==> src/rtl/reg_guard_pkg.sv <==
package reg_guard_pkg;

    localparam int unsigned NREG = 32;
    localparam int unsigned IDXW = $clog2(NREG);

    // positions that have a register behind them
    localparam logic [NREG-1:0] IMPL_DEFAULT = 32'h2481_C09F;

    typedef enum logic [1:0] {
        K_CFG      = 2'd0,
        K_LOCK_SET = 2'd1,
        K_LOCK_CLR = 2'd2,
        K_COMMIT   = 2'd3
    } wr_kind_e;

    typedef struct packed {
        logic [NREG-1:0] lock;
        logic [NREG-1:0] commit;
        logic [NREG-1:0] we;
        logic [31:0]     wdata;
    } guard_state_t;

endpackage

==> src/rtl/guard_onehot.sv <==
module guard_onehot #(
    parameter int unsigned N  = 32,
    parameter int unsigned IW = $clog2(N)
) (
    input  logic          en,
    input  logic [IW-1:0] idx,
    output logic [N-1:0]  oh
);
    for (genvar i = 0; i < N; i++) begin : g_dec
        assign oh[i] = en && (idx == IW'(i));
    end
endmodule

==> src/rtl/guard_bit_cell.sv <==
module guard_bit_cell (
    input  logic lock_q,
    input  logic commit_q,
    input  logic set_req,
    input  logic clr_req,
    input  logic commit_req,
    output logic lock_d,
    output logic commit_d
);
    // a committed bit refuses to be unlocked
    assign lock_d   = (lock_q | set_req) & ~(clr_req & ~commit_q);
    assign commit_d = commit_q | commit_req;
endmodule

==> src/rtl/reg_guard.sv <==
module reg_guard
    import reg_guard_pkg::*;
#(
    parameter logic [NREG-1:0] IMPL_MASK = IMPL_DEFAULT
) (
    input  logic            clk,
    input  logic            rst_n,
    input  logic            wr_valid,
    input  logic [1:0]      wr_kind,
    input  logic [IDXW-1:0] wr_index,
    input  logic [31:0]     wr_data,
    input  logic            wr_prot_en,
    output logic [NREG-1:0] cfg_we,
    output logic [31:0]     cfg_wdata,
    output logic [NREG-1:0] lock_state,
    output logic [NREG-1:0] commit_state
);

    guard_state_t st_d, st_q;

    logic            acc;
    logic            is_cfg, is_set, is_clr, is_com;
    logic [NREG-1:0] sel_oh;
    logic [NREG-1:0] lock_n, commit_n;
    logic [NREG-1:0] we_ok;

    assign acc    = wr_valid && wr_prot_en;
    assign is_cfg = acc && (wr_kind_e'(wr_kind) == K_CFG);
    assign is_set = acc && (wr_kind_e'(wr_kind) == K_LOCK_SET);
    assign is_clr = acc && (wr_kind_e'(wr_kind) == K_LOCK_CLR);
    assign is_com = acc && (wr_kind_e'(wr_kind) == K_COMMIT);

    guard_onehot #(.N(NREG), .IW(IDXW)) dec_i (
        .en  (is_cfg),
        .idx (wr_index),
        .oh  (sel_oh)
    );

    for (genvar b = 0; b < NREG; b++) begin : g_bit
        if (IMPL_MASK[b]) begin : g_live
            guard_bit_cell cell_i (
                .lock_q     (st_q.lock[b]),
                .commit_q   (st_q.commit[b]),
                .set_req    (is_set && wr_data[b]),
                .clr_req    (is_clr && wr_data[b]),
                .commit_req (is_com && wr_data[b]),
                .lock_d     (lock_n[b]),
                .commit_d   (commit_n[b])
            );
        end else begin : g_tie
            assign lock_n[b]   = 1'b0;
            assign commit_n[b] = 1'b0;
        end
    end

    assign we_ok = sel_oh & IMPL_MASK & ~(st_q.lock | st_q.commit);

    always_comb begin
        st_d        = st_q;
        st_d.lock   = lock_n;
        st_d.commit = commit_n;
        st_d.we     = we_ok;
        if (|we_ok) begin
            st_d.wdata = wr_data;
        end
    end

    always_ff @(posedge clk) begin
        if (!rst_n) begin
            st_q <= '0;
        end else begin
            st_q <= st_d;
        end
    end

    assign cfg_we       = st_q.we;
    assign cfg_wdata    = st_q.wdata;
    assign lock_state   = st_q.lock;
    assign commit_state = st_q.commit;

endmodule

==> config.mk <==
export PLATFORM = sky130hd
export DESIGN_NAME = reg_guard
export DESIGN_NICKNAME = d
export VERILOG_FILES = /design/src/rtl/reg_guard_pkg.sv /design/src/rtl/guard_onehot.sv /design/src/rtl/guard_bit_cell.sv /design/src/rtl/reg_guard.sv
export SDC_FILE = /design/constraint.sdc
export NUM_CORES = 1
export LEC_CHECK = 0
export CAP_MARGIN = 20
export CELL_PAD_IN_SITES_DETAIL_PLACEMENT = 0
export CELL_PAD_IN_SITES_GLOBAL_PLACEMENT = 2
export CORE_MARGIN = 2
export CORE_UTILIZATION = 20
export CTS_BUF_LIST = sky130_fd_sc_hd__clkbuf_8 sky130_fd_sc_hd__clkbuf_16
export DETAILED_ROUTE_END_ITERATION = 12
export PLACE_DENSITY_LB_ADDON = 0.1
export SKIP_CTS_REPAIR_TIMING = 1
export SYNTH_ARGS = -nofsm -noshare
export SYNTH_HDL_FRONTEND = slang
export SYNTH_SLANG_ARGS = --single-unit
==> constraint.sdc <==
create_clock -name clk -period 2.49 [get_ports clk]
set_input_delay 0.498 -clock clk [delete_from_list [all_inputs] [get_ports clk]]
set_output_delay 0.498 -clock clk [all_outputs]
set_load 0.01 [all_outputs]
==> metrics.txt, run 1 <==
outcome=completed; Post-route DRC=0; commonest register cell after synthesis=dfxtp_1; Seq/Total Area, Yosys=0.397; Min-Delay Path Class=reg2reg; WS Path Type=in2reg; global route hottest layer=met2; gr ovfl total=0; crit path capture type=flip-flop; WP data arrival=2.53 ns; Worst-path clk slew=0.05 ns; top-area cell type share of the netlist area=0.397; CTS Buf Count=9; WL per Instance=14.3 µm; Sink Count=68; Tmin final=2.27 ns; number of global-route vias before repair=~2,600; initial antenna violation count=0; Fillers=1,834; Chip Height=135 µm; dpl ws=-0.353 ns; htree depth=3; family with the most delay on the worst path=simple AND/OR/NAND/NOR gates; type of origin of the critical path=input pin; DRT iter0 DRCs=just under 70; Final Cycle Share=0.911; setup ws final=0.222 ns; final WL=10.4 mm; CP max-delay cell=or4_4; PD cells=between 500 and 600 nW/µm²; Syn-to-layout area delta=39.5%; HPWL Detailed=7.33 mm; final net count=542; Mapped Cells=398; layout cell share with drive strength beyond 1=0.0915; RSZ-0062 raised after global routing=false; gr usage total=0.109; Max Cap Violations=0; Post-synth EDFFs=0; IO Port Bufs=110; Ant. Diodes=0; peak supply drop=roughly 0.31 mV; Worst Path Required=between 2 and 3 ns; Core Area=16,700 µm²; critical path peak fanout=6; Cell Area, Synth=3430 µm²; fmax=between 400 and 500 MHz; die area=18,200 µm²; met1 usage in global routing=0.132; Cells after DPL=703; Worst path max stage delay=0.57 ns; crit path cell chain=dlymetal6s2s_1, or4_4, or4_4, o211ai_4, o21ai_2, nor2_4, buf_6, buf_6, mux2i_1; root buffer cell=clkbuf_16; Warnings, synthesis=0; top cells by area, synth=dfxtp_1, buf_4, mux2i_1, nand2_1, a21oi_1; Longest Clk Path Bufs=2; die width=135 µm; pins over their slew limit=0; Post-synth ARST share=0; Leak=1.84 nW; top cells by count, synth=buf_4, nand2_1, dfxtp_1, mux2i_1, a21oi_1; drt pass-1 iters=4; FP Rows=47; first-pass GRT wire length=14.8 mm; GRT met3 Usage=0.0488; Final Core Density=0.287; clock latency on the worst-skew pair=around 0.34 ns; cell taking the most area after synthesis=dfxtp_1; Buf/Inv on CP=3; CTS tree=done; Final Hold Vio Count=0; Post-DRT Antenna Nets=0; Initial Util=0.206; Vias=2,759; worst clock skew=between 0.004 and 0.005 ns; Setup-failing EPs final=0; post-synthesis register bit count=68; io pins=171; count leader, synth=buf_4; pin count of the biggest net entering global routing=90; Vias/cell=around 3.8; syn_area_per_cell=8.63 µm²; GR met2 Demand/Resource=0.175; Post-Layout Cell Count=723; synth unique cells=34; Placer Congestion=0.663
## registers in the layout (all words and copies together), names as in the netlist
| signal | count |
|---|---|
| cfg_wdata | 32 |
| cfg_we | 12 |
| commit_state | 12 |
| lock_state | 12 |
## layer usage
metal  wire (µm)  up-vias
met5           0        -
met4         116        0
met3         735        9
met2        4850      101
met1        4660     1289
li1            -     1360
## layout make-up
type	instances	area, µm²	share of cell area
multi-input combinational	285	1510	0.316
sequential	68	1360	0.284
timing repair buffer	134	1370	0.285
clock inverter	4	17.5	0.00366
inverter	1	3.75	0.000784
tap	220	275	0.0575
clock buffer	11	253	0.0528
## worst register-to-register path, stage by stage (launching register included)
cell and delay, ns:
dfxtp_1 0.33, or4_1 0.59, nand3_1 0.14, o21ai_2 0.08
nor2_4 0.13, buf_6 0.14, buf_6 0.15, mux2i_1 0.19
## cell usage in the layout (no fill, tap or decap), types with 2 or more instances in the layout
| master | n |
|---|---|
| nand2_1 | 70 |
| nor3_1 | 5 |
| mux2i_1 | 32 |
| dfxtp_1 | 68 |
| nor4b_1 | 3 |
| dlymetal6s2s_1 | 4 |
| inv_1 | 3 |
| buf_4 | 16 |
| clkdlybuf4s50_1 | 105 |
| clkinv_2 | 2 |
| a21oi_1 | 27 |
| nor2_1 | 25 |
| nor4_1 | 4 |
| nand2b_1 | 13 |
| o21ai_0 | 12 |
| buf_6 | 3 |
| and3_1 | 2 |
| clkbuf_16 | 11 |
| clkbuf_8 | 2 |
| buf_12 | 2 |
| or4_4 | 2 |
| conb_1 | 60 |
| nand3_1 | 6 |
| nor2b_1 | 12 |
## path summary, 6_finish.rpt
check	end	start	cells past startpoint	slack, ns
worst max-delay path	cfg_wdata[21]	wr_index[1]	9	0.22
worst min-delay path	cfg_wdata[22]	cfg_wdata[22]	2	0.46
worst max register to register	cfg_wdata[21]	lock_state[26]	7	0.67
worst min register to register	cfg_wdata[22]	cfg_wdata[22]	2	0.46
## stage by stage
step | total power [mW] | setup TNS (ns) | instance area [µm²] | hold WS (ns)
finish | 2.60 | 0 | 4790 | 0.455
detailed placement | 1.44 | -10.06 | 4410 | 0.448
CTS | 2.66 | 0 | 4680 | 0.458
global route | 2.74 | 0 | 4790 | 0.474
floorplan | 1.37 | 0 | 3650 | 0.444
global placement | 1.44 | -9.21 | 4410 | 0.446
## kinds of logic after synthesis
logic type / Yosys count / synth area share
and+or+nand+nor: 150 / 0.212
buffers and inverters: 104 / 0.230
DFF: 68 / 0.397
AOI/OAI and AO/OA: 43 / 0.0674
muxes: 32 / 0.0933
other: 1 / 0.00109
## report_power, final
part	internal, mW	switching (mW)	total [mW]
clock	0.712	0.474	1.19
combinational	0.141	0.160	0.301
sequential	1.10	0.0128	1.12
(Power assumes the default switching activity.)
==> run 2, diff against run 1 <==
- GPL_TIMING_DRIVEN: not set -> 0
==> metrics.txt, run 2 (synthesized netlist as in run 1, its figures left out) <==
Hold Crit Endpoint=cfg_wdata[4]; Ant. Diodes=0; clock share of power=0.434; sw frac=0.247; Final Hold Vio Count=0; die width=135 µm; gr ovfl total=0; Vias=2,936; root buffer cell=clkbuf_16; max reg flops=32; CP max-delay cell=or4_4; WS Path Type=in2reg; reg2reg end=cfg_wdata[11]; Gate power share=0.144; PD cells=491 nW/µm²; initial antenna violation count=0; Post-route DRC=0; Vias/cell=3.65; Placer Congestion=0.728; Max Cap Violations=0; Sink Count=68; Syn-to-layout area delta=56.9%; layout cell share with drive strength beyond 1=0.202; gr usage total=0.118; commonest non-fill, non-tap cell in the layout=clkdlybuf4s50_1; HPWL Detailed=8.23 mm; Post-DRT Antenna Nets=0; pin count of the biggest net entering global routing=11; critical path peak fanout=8; Chip Height=135 µm; Worst path max stage delay=0.54 ns; die area=around 18,000 µm²; Slew HR=0.569; Core Area=16,700 µm²; RSZ-0062 raised after global routing=false; crit path capture type=flip-flop; Longest Clk Path Bufs=2; htree depth=3; outcome=completed; fmax=approximately 420 MHz; CTS tree=done; NetSw=roughly 0.65 mW; final WL=around 11 mm; Tmin final=2.38 ns; slew at the pin closest to its max-slew limit=0.647 ns; setup ws final=0.106 ns; Final Cycle Share=0.957; CTS Buf Count=9; HP Start=cfg_wdata[4]; Min-Delay Path Class=reg2reg; number of global-route vias before repair=2,866; Leak=2.26 nW; final net count=623; RR Startpoint=commit_state[23]; WP data arrival=2.65 ns; peak supply drop=0.296 mV; IO Port Bufs=107; clock latency on the worst-skew pair=approximately 0.34 ns; worst clock skew=0.00718 ns; Cell Area, Placed=5000 µm²; Worst Path Required=2.75 ns; r2r worst-path depth=8; share of power burned in registers=0.422; DRT iter0 DRCs=88; cell depth of the worst hold path=2; Setup-failing EPs final=0; Worst-path clk slew=0.05 ns; Initial Util=0.206; Internal=approximately 2 mW; most frequent cells in the layout=clkdlybuf4s50_1, buf_4, nand2_1; Final Core Density=0.322; fin area=approximately 5400 µm²; FP Rows=47; WL per Instance=between 10 and 15 µm; crit path from=wr_index[3]; pins over their slew limit=0; io pins=~170; type of origin of the critical path=input pin; Top cell by count, worst path=or4_4; drt pass-1 iters=4; first-pass GRT wire length=16.0 mm; crit path cell chain=dlymetal6s2s_1, or4_4, or4_4, o211ai_4, o21ai_2, nor2_4, buf_12, clkbuf_16, mux2i_1; dpl ws=-0.630 ns; Worst R2R Setup Slack=0.60 ns; Design Power=2.65 mW
==> run 2: worst max-delay path: cells and delay by family <==
family	cells	cell delay (ns)
and+or+nand+nor	3	1.22
buffers and inverters	3	0.53
AOI/OAI and AO/OA	2	0.21
muxes	1	0.17
==> run 2: worst max path at each step <==
stage / to / slack [ns]
floorplan: cfg_wdata[0] / 0.13
global placement: cfg_wdata[22] / -0.60
detailed placement: cfg_wdata[11] / -0.63
CTS: cfg_wdata[11] / -0.28
global route: cfg_wdata[22] / 0.06
finish: cfg_wdata[11] / 0.11
==> run 2: power groups by stage <==
stage / logic [mW] / registers [mW] / clock network, mW
CTS: 0.376 / 1.12 / 1.20
detailed placement: 0.375 / 1.14 / 0
global route: 0.418 / 1.12 / 1.24
global placement: 0.373 / 1.14 / 0
floorplan: 0.227 / 1.14 / 0
finish: 0.382 / 1.12 / 1.15
==> run 2: layout make-up <==
| cell class | count | area, µm² |
|---|---|---|
| Fill cell | 1805 | 11300 |
| Multi-Input combinational cell | 285 | 1510 |
| Sequential cell | 68 | 1360 |
| Timing Repair Buffer | 112 | 1180 |
| Buffer | 103 | 787 |
| Tap cell | 220 | 275 |
| Clock buffer | 10 | 239 |
| Clock inverter | 6 | 25.0 |
| Inverter | 1 | 3.75 |
==> run 2: stage by stage <==
step	cells	TNS (ns)	hold WS, ns
floorplan	457	0	0.444
global placement	784	-18.77	0.441
detailed placement	784	-19.62	0.448
CTS	800	-7.98	0.448
global route	805	0	0.463
finish	805	0	0.451
==> run 2: per-layer routing <==
metal	vias up	global-route usage	wire, µm
li1	1527	-	-
met1	1290	0.146	4730
met2	112	0.190	5050
met3	7	0.0443	892
met4	0	0.0382	104
met5	-	0	0
